[config.mk]
export PLATFORM = sky130hd
export DESIGN_NAME = updn_counter
export DESIGN_NICKNAME = d
export VERILOG_FILES = /design/src/rtl/updn_pkg.sv /design/src/rtl/updn_ends.sv /design/src/rtl/updn_step.sv /design/src/rtl/updn_counter.sv
export SDC_FILE = /design/constraint.sdc
export NUM_CORES = 1
export LEC_CHECK = 0
export BUFFER_PORTS_ARGS = -buffer_cell sky130_fd_sc_hd__buf_2
export CAP_MARGIN = 20
export CORE_AREA = 2 2 39 41
export DETAILED_ROUTE_END_ITERATION = 10
export DIE_AREA = 0 0 41 43
export SETUP_SLACK_MARGIN = 0.02
export SLEW_MARGIN = 15
export SYNTH_ARGS = -nofsm -noshare
export SYNTH_HDL_FRONTEND = slang
export SYNTH_SLANG_ARGS = --single-unit
[constraint.sdc]
create_clock -name clk -period 2.1 [get_ports clk]
set_clock_uncertainty 0.1 [all_clocks]
set_input_delay 0.42 -clock clk [delete_from_list [all_inputs] [get_ports clk]]
set_output_delay 0.42 -clock clk [all_outputs]
set_load 0.01 [all_outputs]
[src/rtl/updn_pkg.sv]
package updn_pkg;
  typedef enum logic {
    DIR_UP   = 1'b0,
    DIR_DOWN = 1'b1
  } dir_e;

  typedef enum logic {
    POLICY_WRAP  = 1'b0,
    POLICY_CLAMP = 1'b1
  } end_policy_e;
endpackage

[src/rtl/updn_ends.sv]
module updn_ends #(
  parameter int WIDTH = 3
) (
  input  logic [WIDTH-1:0] value,
  output logic             at_top,
  output logic             at_bottom
);
  // Range limits are the all-ones and all-zeros codes of the width.
  assign at_top    = &value;
  assign at_bottom = ~|value;
endmodule

[src/rtl/updn_step.sv]
module updn_step #(
  parameter int WIDTH = 3
) (
  input  logic [WIDTH-1:0]          cur,
  input  updn_pkg::dir_e            dir,
  input  updn_pkg::end_policy_e     policy,
  input  logic                      at_top,
  input  logic                      at_bottom,
  output logic [WIDTH-1:0]          next_val
);
  import updn_pkg::*;

  localparam logic [WIDTH-1:0] STEP    = WIDTH'(1);
  localparam logic [WIDTH-1:0] TOP_VAL = '1;
  localparam logic [WIDTH-1:0] BOT_VAL = '0;

  always_comb begin
    next_val = cur;
    unique case (dir)
      DIR_UP: begin
        if (at_top) next_val = (policy == POLICY_CLAMP) ? TOP_VAL : BOT_VAL;
        else        next_val = cur + STEP;
      end
      DIR_DOWN: begin
        if (at_bottom) next_val = (policy == POLICY_CLAMP) ? BOT_VAL : TOP_VAL;
        else           next_val = cur - STEP;
      end
      default: next_val = cur;
    endcase
  end
endmodule

[src/rtl/updn_counter.sv]
module updn_counter #(
  parameter int WIDTH = 3
) (
  input  logic             clk,
  input  logic             rst,
  input  logic             dir_down,
  input  logic             hold_ends,
  output logic [WIDTH-1:0] count
);
  import updn_pkg::*;

  localparam logic [WIDTH-1:0] TOP_VAL = '1;
  localparam logic [WIDTH-1:0] BOT_VAL = '0;
  localparam logic [WIDTH-1:0] STEP    = WIDTH'(1);

  logic [WIDTH-1:0] count_q;
  logic [WIDTH-1:0] count_d;
  logic             at_top;
  logic             at_bottom;
  dir_e             dir_sel;
  end_policy_e      policy_sel;

  assign dir_sel    = dir_e'(dir_down);
  assign policy_sel = end_policy_e'(hold_ends);

  updn_ends #(.WIDTH(WIDTH)) u_ends (
    .value     (count_q),
    .at_top    (at_top),
    .at_bottom (at_bottom)
  );

  updn_step #(.WIDTH(WIDTH)) u_step (
    .cur       (count_q),
    .dir       (dir_sel),
    .policy    (policy_sel),
    .at_top    (at_top),
    .at_bottom (at_bottom),
    .next_val  (count_d)
  );

  always_ff @(posedge clk) begin
    if (rst) count_q <= BOT_VAL;
    else     count_q <= count_d;
  end

  assign count = count_q;

  // reset clears on the following edge
  a_r1_reset_clears: assert property (@(posedge clk)
    rst |=> (count == BOT_VAL));

  // single upward step away from the top
  a_r2_up_step: assert property (@(posedge clk) disable iff (rst)
    (!dir_down && count != TOP_VAL) |=> (count == WIDTH'($past(count) + STEP)));

  // single downward step away from the bottom
  a_r3_down_step: assert property (@(posedge clk) disable iff (rst)
    (dir_down && count != BOT_VAL) |=> (count == WIDTH'($past(count) - STEP)));

  // roll over from top to zero
  a_r4_wrap_top: assert property (@(posedge clk) disable iff (rst)
    (!dir_down && !hold_ends && count == TOP_VAL) |=> (count == BOT_VAL));

  // roll over from zero to top
  a_r5_wrap_bottom: assert property (@(posedge clk) disable iff (rst)
    (dir_down && !hold_ends && count == BOT_VAL) |=> (count == TOP_VAL));

  // clamp at top
  a_r6_clamp_top: assert property (@(posedge clk) disable iff (rst)
    (!dir_down && hold_ends && count == TOP_VAL) |=> $stable(count));

  // clamp at bottom
  a_r7_clamp_bottom: assert property (@(posedge clk) disable iff (rst)
    (dir_down && hold_ends && count == BOT_VAL) |=> $stable(count));
endmodule

==> summary.json, run 1 <==
{
  "rsz_0062_raised_after_global_routing": "no",
  "placeableCoreArea_sq_um": 1380,
  "fin_setup_tns_ns": 0,
  "reg2reg_setup_slack_ns": 0.57,
  "final_net_count": 46,
  "setup_slack_ns": 0.566,
  "finish.instance_area_sq_um": 328,
  "wp_data_arrival_ns": 1.58,
  "initial_antenna_violation_count": 0,
  "drc_violation_total_after_the_first_tritonroute_iteration": 6,
  "detailed_place_hpwl_um": 375,
  "ys_top_cells_by_count": "sky130_fd_sc_hd__ha_1, sky130_fd_sc_hd__dfxtp_1, sky130_fd_sc_hd__inv_1, sky130_fd_sc_hd__nor2b_1",
  "power.switching_fraction_pct": 30.0,
  "drt_drc_violations_left": 0,
  "dieHeight_um": 43,
  "vias_per_cell": 4.28,
  "die_x_um": 41,
  "synthesis.nets": 35,
  "antennaDiodeCount": 0,
  "detailroute.via_count": 227,
  "whs_endpoint": "count[1]",
  "antenna_violating_nets_post_route": 0,
  "numPortBuffers": 6,
  "synthCells": 27,
  "worst-path-buf-inv": 1,
  "ys.flop_type": "sky130_fd_sc_hd__dfxtp_1",
  "grt.overflow.total": 0,
  "yosys_register_bits": 3,
  "post_synth_instance_area_sq_um": 251,
  "number_of_flip_flops_in_the_largest_register": 3,
  "area_delta_synth_final_pct": 30.3,
  "hold_path_startpoint": "rst",
  "regToRegStartpoint": "count[0]",
  "grt_pass1_vias": 201,
  "critical_path.cell_chain": "inv_1 > ha_1 > nor2b_4 > mux2_4 > a211oi_2",
  "clock_tree.root_cell": "sky130_fd_sc_hd__clkbuf_4",
  "drt-total-wl_um": 467,
  "status": "finished clean",
  "synth.area.top_cells": "sky130_fd_sc_hd__dfxtp_1, sky130_fd_sc_hd__ha_1, sky130_fd_sc_hd__nor2b_1, sky130_fd_sc_hd__a221oi_1, sky130_fd_sc_hd__mux2_4",
  "min_period_over_period_pct": 73.1,
  "netlist-cell-type-count": 15,
  "worstMarginPinSlew_ns": 0.245,
  "timing.hold.worst_path_depth": 2,
  "power_leakage_uw": 0.000151,
  "design.die.area_sq_um": 1760,
  "dpl-instance-area_sq_um": 302,
  "synth-edff-count": 0,
  "final_max_slew_viol_count": 0,
  "finish.cell_count_without_fillers": 53,
  "cts_num_sinks": 3,
  "num_rows": 14,
  "syn_area_per_cell_sq_um": 9.31,
  "yosys.cell_count.top_type": "sky130_fd_sc_hd__ha_1",
  "cts_setup_buffers": 0,
  "power_frac_seq_pct": 28.8,
  "period_minus_slack_ns": 1.53,
  "cts.clk_slew.worst_paths_ns": 0.03,
  "dr.pass1.iters": 4,
  "layout.filler_cells": 149,
  "hold_class": "in2reg",
  "peakVddDrop_uv": 412,
  "data_required_critical_path_ns": 2.15,
  "cts.repair.resized": 0,
  "synthArstFlopShare_pct": 0,
  "timing.critical_path.to_type": "register",
  "ratio_of_total_power_to_cell_area_nw_per_um2": 805,
  "report.final.hold_viol_count": 0,
  "cp_slowest_stage_delay_ns": 0.37,
  "crit_type": "reg2reg",
  "p_clk_share_pct": 37.8,
  "post-synth-top-area-cell": "sky130_fd_sc_hd__dfxtp_1",
  "cts_tree": "built",
  "boundaryPins": 7,
  "placed_cells": 49,
  "p_comb_share_pct": 33.4,
  "crit-reg2reg-capture": "count[1]",
  "preCtsSetupSlack_ns": 0.568,
  "grt_start_max_net_pins": 7,
  "timing.critical_path.from_type": "register",
  "finalWeightedCongestion": 0.706,
  "slowest_stage": "sky130_fd_sc_hd__dfxtp_1",
  "synth_largest_type_area_fraction_pct": 23.9,
  "worst_path_dominant_cell_family": "flip-flops",
  "total_switching_power_uw": 79.2,
  "grt_pass1_wl_um": 800,
  "relSlewSlack_pct": 83.5,
  "worstRegToRegCells": 5,
  "cts.htree.levels": 1,
  "timing.fmax_mhz": 652,
  "routed_wire_length_per_instance_um": 8.81,
  "count_of_yosys_warnings_during_synthesis": 0,
  "synth_seq_area_share_pct": 23.9,
  "setup_viol": 0,
  "clockBufferDepth": 2,
  "effective_utilization_at_floorplan_pct": 18.2,
  "clock_insertion_delay_at_the_later_pin_of_the_skew_report_ns": 0.23,
  "internal-power_uw": 185,
  "timing.max_cap.violations": 0,
  "global_route.usage.total_pct": 6.82,
  "cts-buffers-inserted": 3,
  "ctsHoldBuffers": 0,
  "drive_gt1_share_pct": 32.4,
  "crit_path_max_fanout": 5
}
[cells in the final DEF (no fill, tap or decap)]
cell type                  instances
sky130_fd_sc_hd__a211oi_1          1
sky130_fd_sc_hd__a221oi_1          2
sky130_fd_sc_hd__mux2_4            1
sky130_fd_sc_hd__clkbuf_4          3
sky130_fd_sc_hd__ha_1              4
sky130_fd_sc_hd__inv_1             3
sky130_fd_sc_hd__a211oi_2          1
sky130_fd_sc_hd__dfxtp_1           3
sky130_fd_sc_hd__nor2b_1           3
sky130_fd_sc_hd__nand2_1           2
sky130_fd_sc_hd__o21ai_0           1
sky130_fd_sc_hd__nor2b_4           1
sky130_fd_sc_hd__o22a_1            1
sky130_fd_sc_hd__o31ai_1           1
sky130_fd_sc_hd__buf_2             6
sky130_fd_sc_hd__a21oi_1           2
sky130_fd_sc_hd__clkbuf_1          1
sky130_fd_sc_hd__and2_1            1
[final cells by class]
type                            instances  area [sq um]  share of cell area [%]
Tap cell                               16          20.0                    6.11
Sequential cell                         3          60.1                    18.3
Inverter                                3          11.3                    3.44
Clock buffer                            4          26.3                    8.02
Timing Repair Buffer                    6          30.0                    9.16
Multi-Input combinational cell         21           180                    55.0
[through the flow]
stage	utilization, %	hold slack, ns	power [uW]
after floorplan	-	0.385	142
after global placement	21.8	0.529	166
after detailed placement	21.8	0.525	166
after CTS	23.7	0.280	270
after global routing	23.7	0.280	291
final	23.7	0.289	264
[power groups by stage]
stage / Clock, uW / Combinational (uW) / Sequential, uW
after floorplan: 0 / 62.4 / 79.3
after global placement: 0 / 88.5 / 77.0
after detailed placement: 0 / 88.2 / 77.4
after CTS: 105 / 88.3 / 76.3
after global routing: 114 / 99.8 / 77.4
final: 99.8 / 88.2 / 76.0
[cell families after synthesis]
kind of cell | share of synthesized area (%)
mux | 5.97
simple gates | 18.4
buf+inv | 4.48
flops | 23.9
fa+ha+maj | 19.9
compound gates | 27.4
[worst reg2reg max path: cells and delay by family, from the launching register on]
kind                       cells  cell delay [ns]
AOI/OAI and AO/OA              1             0.20
adders and majority gates      1             0.23
buffers and inverters          1             0.10
DFF                            1             0.37
muxes                          1             0.30
and+or+nand+nor                1             0.14
[worst max path at each step]
stage	from	slack, ns	endpoint	cells after the start
detailed placement	count[0]	0.57	count[1]	5
global route	count[0]	0.47	count[0]	5
finish	count[0]	0.57	count[1]	5
CTS	count[0]	0.56	count[1]	5
floorplan	count[0]	0.58	count[1]	5
global placement	count[0]	0.57	count[1]	5
[per-layer routing]
metal / up-vias / track usage (%) / part of all wire [%]
met1: 103 / 8.97 / 54
met4: 0 / 0 / 0
li1: 117 / - / -
met3: 0 / 6.28 / 6.4
met5: - / 0 / 0
met2: 7 / 8.75 / 40
Note: power is estimated with default switching activity, not from simulation.
==> run 2, diff against run 1 <==
Settings changed: ABC_AREA set to 1.
Clock period 2.1 ns to 1.3 ns, I/O delays scaled along.
==> run 2 against run 1 <==
  * Design area up 9.5%
  * Worst hold slack worse by 0.078 ns
  * Critical path depth shrank 3
  * Global-route usage fell by 0.30 points
  * Largest cell class unchanged
  * Clock-buffer cell count stayed put
  * Critical path type is now reg2out
  * Sequential share of layout area fell by 0.20 points
==> summary.json, run 2 <==
{
  "wl_met1_um": 230,
  "cts_tree": "built",
  "topRoutingLayerUsed": "met4",
  "reg2reg_setup_slack_ns": 0.06,
  "synthesis.nets": 47,
  "setup_viol": 0,
  "dpl-instance-area_sq_um": 304,
  "layout_common_cells": "sky130_fd_sc_hd__nor2_1, sky130_fd_sc_hd__inv_1, sky130_fd_sc_hd__buf_2",
  "worstRegToRegCells": 6,
  "synth_seq_area_share_pct": 25.3,
  "worst-path-buf-inv": 2,
  "drt-total-wl_um": 536,
  "worstMarginPinSlew_ns": 0.155,
  "count_of_yosys_warnings_during_synthesis": 0,
  "design.die.area_sq_um": 1760,
  "netlist-cell-type-count": 9,
  "crit_path_max_fanout": 4,
  "dr.pass1.iters": 4,
  "antenna_violating_nets_post_route": 0,
  "crit_type": "reg2out",
  "antennaDiodeCount": 0,
  "peakVddDrop_uv": 355,
  "die_x_um": 41,
  "timing.fmax_mhz": 795,
  "clock_insertion_delay_at_the_later_pin_of_the_skew_report_ns": 0.24,
  "area_delta_synth_final_pct": 51.1,
  "timing.max_cap.violations": 0,
  "num_rows": 14,
  "slowest_stage": "sky130_fd_sc_hd__dfxtp_1",
  "grt_start_max_net_pins": 5,
  "min_period_over_period_pct": 96.8,
  "grt_pass1_wl_um": 731,
  "most_common_cell_after_layout_fill_and_taps_aside": "sky130_fd_sc_hd__nor2_1",
  "ys.flop_type": "sky130_fd_sc_hd__dfxtp_1",
  "ctsHoldBuffers": 0,
  "initial_antenna_violation_count": 0,
  "hold_path_startpoint": "rst",
  "layout.filler_cells": 158,
  "synth_largest_type_area_fraction_pct": 25.3,
  "cp_slowest_stage_delay_ns": 0.38,
  "drc_violation_total_after_the_first_tritonroute_iteration": 5,
  "placeableCoreArea_sq_um": 1380,
  "effective_utilization_at_floorplan_pct": 17.2,
  "drive_gt1_share_pct": 33.3,
  "grt.overflow.total": 0,
  "clock_tree.root_cell": "sky130_fd_sc_hd__clkbuf_4",
  "worst_path_dominant_cell_family": "flip-flops",
  "numPortBuffers": 6,
  "regToRegStartpoint": "count[0]",
  "drt_drc_violations_left": 0,
  "report.final.hold_viol_count": 0,
  "syn_area_per_cell_sq_um": 6.10,
  "cts.htree.levels": 1,
  "preCtsSetupSlack_ns": -0.0247,
  "period_minus_slack_ns": 1.26,
  "post_synth_instance_area_sq_um": 238,
  "vias_per_cell": 3.75,
  "synthArstFlopShare_pct": 0,
  "final_net_count": 60,
  "power_leakage_uw": 0.000193,
  "final_max_slew_viol_count": 0,
  "number_of_flip_flops_in_the_largest_register": 3,
  "cts_num_sinks": 3,
  "route.met3.wl_um": 16,
  "global_route.usage.total_pct": 6.52,
  "yosys_register_bits": 3,
  "crit-reg2reg-capture": "count[2]",
  "post-synth-top-area-cell": "sky130_fd_sc_hd__dfxtp_1",
  "dieHeight_um": 43,
  "timing.critical_path.to_type": "output pin",
  "setup_slack_ns": 0.0419,
  "finalWeightedCongestion": 0.728,
  "relSlewSlack_pct": 89.6,
  "ys_top_cells_by_count": "sky130_fd_sc_hd__nor2_1, sky130_fd_sc_hd__inv_1, sky130_fd_sc_hd__nand2_1",
  "data_required_critical_path_ns": 0.94,
  "ratio_of_total_power_to_cell_area_nw_per_um2": 1300,
  "wp_data_arrival_ns": 0.90,
  "whs_endpoint": "count[1]",
  "finish.instance_area_sq_um": 359,
  "cts.clk_slew.worst_paths_ns": 0.04,
  "clockBufferDepth": 2,
  "timing.critical_path.from_type": "register",
  "synth-edff-count": 0,
  "hold_class": "in2reg",
  "boundaryPins": 7,
  "grt_pass1_vias": 207,
  "routed_wire_length_per_instance_um": 8.00,
  "cts_setup_buffers": 0,
  "critical_path.cell_chain": "buf_4 > buf_2",
  "cts-buffers-inserted": 3,
  "timing.hold.worst_path_depth": 4,
  "synthCells": 39,
  "status": "finished clean",
  "detailroute.via_count": 251,
  "detailed_place_hpwl_um": 395,
  "yosys.cell_count.top_type": "sky130_fd_sc_hd__nor2_1",
  "rsz_0062_raised_after_global_routing": "yes",
  "met2RoutedLength_um": 271,
  "synth.area.top_cells": "sky130_fd_sc_hd__dfxtp_1, sky130_fd_sc_hd__ha_1, sky130_fd_sc_hd__nor2_1, sky130_fd_sc_hd__inv_1, sky130_fd_sc_hd__nand2_1"
}
==> run 2: cell count changes after synthesis, sizes merged, moves of 2 or more <==
| cell | previous run | this run |
|---|---|---|
| nand2 | 2 | 6 |
| o21ai | 1 | 3 |
| inv | 3 | 9 |
| a21oi | 2 | 0 |
| nor2b | 4 | 0 |
| a211oi | 2 | 0 |
| a221oi | 2 | 0 |
| nor2 | 0 | 13 |
==> run 2: area by class of cell <==
cell class | count | area, sq um | area share, %
multi-input cells | 27 | 169 | 47.0
flip-flops and latches | 3 | 65.1 | 18.1
repair buffers | 8 | 45.0 | 12.5
inverters | 9 | 33.8 | 9.41
clock buffers | 4 | 26.3 | 7.32
well taps | 16 | 20.0 | 5.57
==> run 2: worst max path at each step <==
stage / from / endpoint / slack (ns) / cells past startpoint
after CTS: count[0] / count[2] / 0.02 / 6
after floorplan: count[0] / count[2] / 0.03 / 6
after detailed placement: count[0] / count[0] / -0.02 / 6
after global routing: count[2] / count[2] / -0.009 / 2
after global placement: count[0] / count[0] / 0.004 / 6
final: count[2] / count[2] / 0.04 / 2
==> run 2: tightest hold or removal path, stage by stage <==
cell                      delay [ns]
sky130_fd_sc_hd__buf_2          0.07
sky130_fd_sc_hd__inv_1          0.05
sky130_fd_sc_hd__o21ai_1        0.07
sky130_fd_sc_hd__nor2_1         0.05
==> run 2: cell families (layout without fill, tap and decap cells) <==
kind of cell | count (synthesis) | after routing | synth area share (%)
DFF | 3 | 3 | 25.3
AOI/OAI and AO/OA | 3 | 3 | 6.31
buffers and inverters | 9 | 21 | 14.2
and+or+nand+nor | 20 | 20 | 33.2
adders and majority gates | 4 | 4 | 21.1
==> run 2: timing repair <==
item / in CTS / in global routing
pin swaps: 1 / 3
resized for setup: 3 / 6
setup endpoints to repair: 3 / 3
==> run 2: where the power goes <==
group	leakage (uW)	internal, uW	total, uW	switching, uW
clock network	0.0000150	115	170	54.6
logic	0.000153	77.0	170	92.9
registers	0.0000258	110	128	18.3
==> run 2: metrics by stage <==
stage / std cells / util (%) / TNS (ns) / hold slack [ns] / power [uW]
floorplan: 39 / - / 0 / 0.331 / 228
detailed placement: 63 / 22.0 / -0.0313 / 0.460 / 280
global route: 67 / 25.9 / -0.00862 / 0.232 / 506
global placement: 63 / 22.0 / 0 / 0.459 / 280
finish: 67 / 25.9 / 0 / 0.211 / 468
CTS: 67 / 24.1 / 0 / 0.213 / 455
==> run 2: layer usage <==
layer / track usage, % / vias to the layer above
met2: 10.0 / 5
li1: - / 139
met3: 1.57 / 2
met5: 0 / -
met1: 6.73 / 105
met4: 6.00 / 0
==> run 3, diff against run 2 <==
Settings changed: SYNTH_HIERARCHICAL set to 1.
==> run 3 against run 2 <==
  * Synthesized cell count grew 26%
  * Sequential power grew 3%
  * Sequential share of layout area shrank 1.7 points
  * Routed wire length grew 18%
  * Critical path depth grew 6
  * Highest routed layer is now met3
==> summary.json, run 3 <==
{
  "cp_slowest_stage_delay_ns": 0.36,
  "synth_seq_area_share_pct": 22.7,
  "area_delta_synth_final_pct": 58.3,
  "initial_antenna_violation_count": 0,
  "final_max_slew_viol_count": 0,
  "holdWs_ns": 0.109,
  "syn_area_per_cell_sq_um": 5.39,
  "synthArstFlopShare_pct": 0,
  "period_minus_slack_ns": 1.28,
  "peakVddDrop_uv": 415,
  "slowest_stage": "sky130_fd_sc_hd__dfxtp_4",
  "path_common_cell": "sky130_fd_sc_hd__inv_1",
  "hold_class": "in2reg",
  "drt_drc_violations_left": 0,
  "finish.cell_count_without_fillers": 78,
  "number_of_flip_flops_in_the_largest_register": 3,
  "wp_data_arrival_ns": 1.34,
  "cts_tree": "built",
  "clock_tree.root_cell": "sky130_fd_sc_hd__clkbuf_4",
  "cts_num_sinks": 3,
  "timing.max_cap.violations": 0,
  "finalWeightedCongestion": 0.741,
  "synthesis.nets": 55,
  "placeableCoreArea_sq_um": 1380,
  "status": "finished clean",
  "routed_wire_length_per_instance_um": 8.12,
  "antenna_violating_nets_post_route": 0,
  "boundaryPins": 7,
  "data_required_critical_path_ns": 1.35,
  "synth.area.top_cells": "sky130_fd_sc_hd__dfxtp_1, sky130_fd_sc_hd__inv_1, sky130_fd_sc_hd__nand2_1, sky130_fd_sc_hd__nor2_1, sky130_fd_sc_hd__ha_1",
  "most_common_cell_after_layout_fill_and_taps_aside": "sky130_fd_sc_hd__inv_1",
  "ys.flop_type": "sky130_fd_sc_hd__dfxtp_1",
  "placed_cells": 73,
  "timing.fmax_mhz": 779,
  "drt-total-wl_um": 633,
  "die_x_um": 41,
  "detailed_place_hpwl_um": 468,
  "timing.critical_path.from_type": "register",
  "relSlewSlack_pct": 91.1,
  "worst_path_dominant_cell_family": "flip-flops",
  "ratio_of_total_power_to_cell_area_nw_per_um2": 1280,
  "post_synth_instance_area_sq_um": 264,
  "numPortBuffers": 6,
  "setup_viol": 0,
  "crit_path_max_fanout": 5,
  "cts.htree.levels": 1,
  "detailroute.via_count": 302,
  "grt_pass1_wl_um": 966,
  "netlist-cell-type-count": 10,
  "drive_gt1_share_pct": 40.3,
  "report.final.hold_viol_count": 0,
  "dr.pass1.iters": 3,
  "dieHeight_um": 43,
  "design.die.area_sq_um": 1760,
  "timing.critical_path.to_type": "register",
  "global_route.usage.total_pct": 9.11,
  "clock_insertion_delay_at_the_later_pin_of_the_skew_report_ns": 0.23,
  "antennaDiodeCount": 0,
  "power_leakage_uw": 0.000227,
  "worstMarginPinSlew_ns": 0.134,
  "synth_largest_type_area_fraction_pct": 22.7,
  "synthCells": 49,
  "min_period_over_period_pct": 98.7,
  "effective_utilization_at_floorplan_pct": 19.1,
  "ctsHoldBuffers": 0,
  "layout.filler_cells": 160,
  "yosys_register_bits": 3,
  "final_net_count": 69,
  "layout_common_cells": "sky130_fd_sc_hd__inv_1, sky130_fd_sc_hd__nand2_1, sky130_fd_sc_hd__buf_2",
  "critical_path.cell_chain": "inv_1 > ha_4 > inv_1 > o21ai_1 > nand2_1 > nand2_1 > inv_1 > nor2_1",
  "rsz_0062_raised_after_global_routing": "yes",
  "cts-buffers-inserted": 3,
  "vias_per_cell": 3.87,
  "count_of_yosys_warnings_during_synthesis": 6,
  "grt.overflow.total": 0,
  "synth-edff-count": 0,
  "num_rows": 14,
  "ys_top_cells_by_count": "sky130_fd_sc_hd__inv_1, sky130_fd_sc_hd__nand2_1, sky130_fd_sc_hd__nor2_1",
  "grt_pass1_vias": 228,
  "cts.clk_slew.worst_paths_ns": 0.04,
  "dpl-instance-area_sq_um": 330,
  "post-synth-top-area-cell": "sky130_fd_sc_hd__dfxtp_1",
  "crit_type": "reg2reg",
  "worst-path-buf-inv": 3,
  "grt_start_max_net_pins": 7,
  "finish.instance_area_sq_um": 418,
  "drc_violation_total_after_the_first_tritonroute_iteration": 6,
  "clockBufferDepth": 2
}
-- run 3: cell count changes after synthesis --
cell / delta
sky130_fd_sc_hd__inv_1: +6
sky130_fd_sc_hd__ha_1: -2
sky130_fd_sc_hd__o21ai_0: +1
sky130_fd_sc_hd__nor2_1: -6
sky130_fd_sc_hd__a21oi_2: +1
sky130_fd_sc_hd__nand2_1: +9
sky130_fd_sc_hd__nand2_2: -1
sky130_fd_sc_hd__a21oi_1: +2
-- run 3: timing repair --
| action | 4_1_cts | 5_1_grt |
|---|---|---|
| gates resized for setup | 3 | 17 |
| cloned | 0 | 0 |
| buffers inserted | 0 | 1 |
| pin swaps | 0 | 8 |
| endpoints found under the setup margin | 3 | 3 |
-- run 3: area by class of cell --
cell class              instances  area (sq um)  share of cell area, %
clock buffers                   4          26.3                   6.29
inverters                      15          56.3                   13.5
multi-input cells              31           190                   45.5
flip-flops and latches          3          68.8                   16.5
well taps                      16          20.0                   4.79
repair buffers                  9          56.3                   13.5
-- run 3: worst paths after layout --
check | end | cells after the start | start | slack [ns]
max | count[1] | 8 | count[1] | 0.02
min | count[0] | 2 | rst | 0.11
max reg2reg | count[1] | 8 | count[1] | 0.02
min reg2reg | count[0] | 5 | count[0] | 0.56
-- run 3: per-layer routing --
metal | GRT usage [%] | routed length (um) | share of wire (%) | up-vias
li1 | - | - | - | 168
met1 | 10.2 | 273 | 43 | 131
met2 | 10.9 | 348 | 55 | 3
met3 | 3.14 | 10 | 1.6 | 0
met4 | 12.0 | 0 | 0 | 0
met5 | 0 | 0 | 0 | -
-- run 3: kinds of logic (layout without fill, tap and decap cells) --
family,Yosys count,after routing,synth area share [%]
buf+inv,15,28,21.3
fa+ha+maj,2,2,9.48
simple gates,22,22,31.8
flops,3,3,22.7
compound gates,7,7,14.7
-- run 3: report_power, final --
part	total (uW)	internal (uW)	leakage, uW	switching [uW]
combinational	241	111	0.000186	130
clock	161	115	0.0000150	45.7
sequential	132	112	0.0000264	20.6
-- run 3: through the flow --
stage / setup TNS [ns] / util (%) / total power (uW) / worst slack (ns)
6_report: 0 / 30.2 / 534 / 0.0166
5_1_grt: -0.0660 / 30.2 / 579 / -0.0660
4_1_cts: 0 / 26.2 / 485 / 0.0343
3_5_place_dp: -0.0517 / 23.9 / 306 / -0.0454
3_3_place_gp: 0 / 23.9 / 304 / 0.0126
2_1_floorplan: 0 / - / 244 / 0.0429
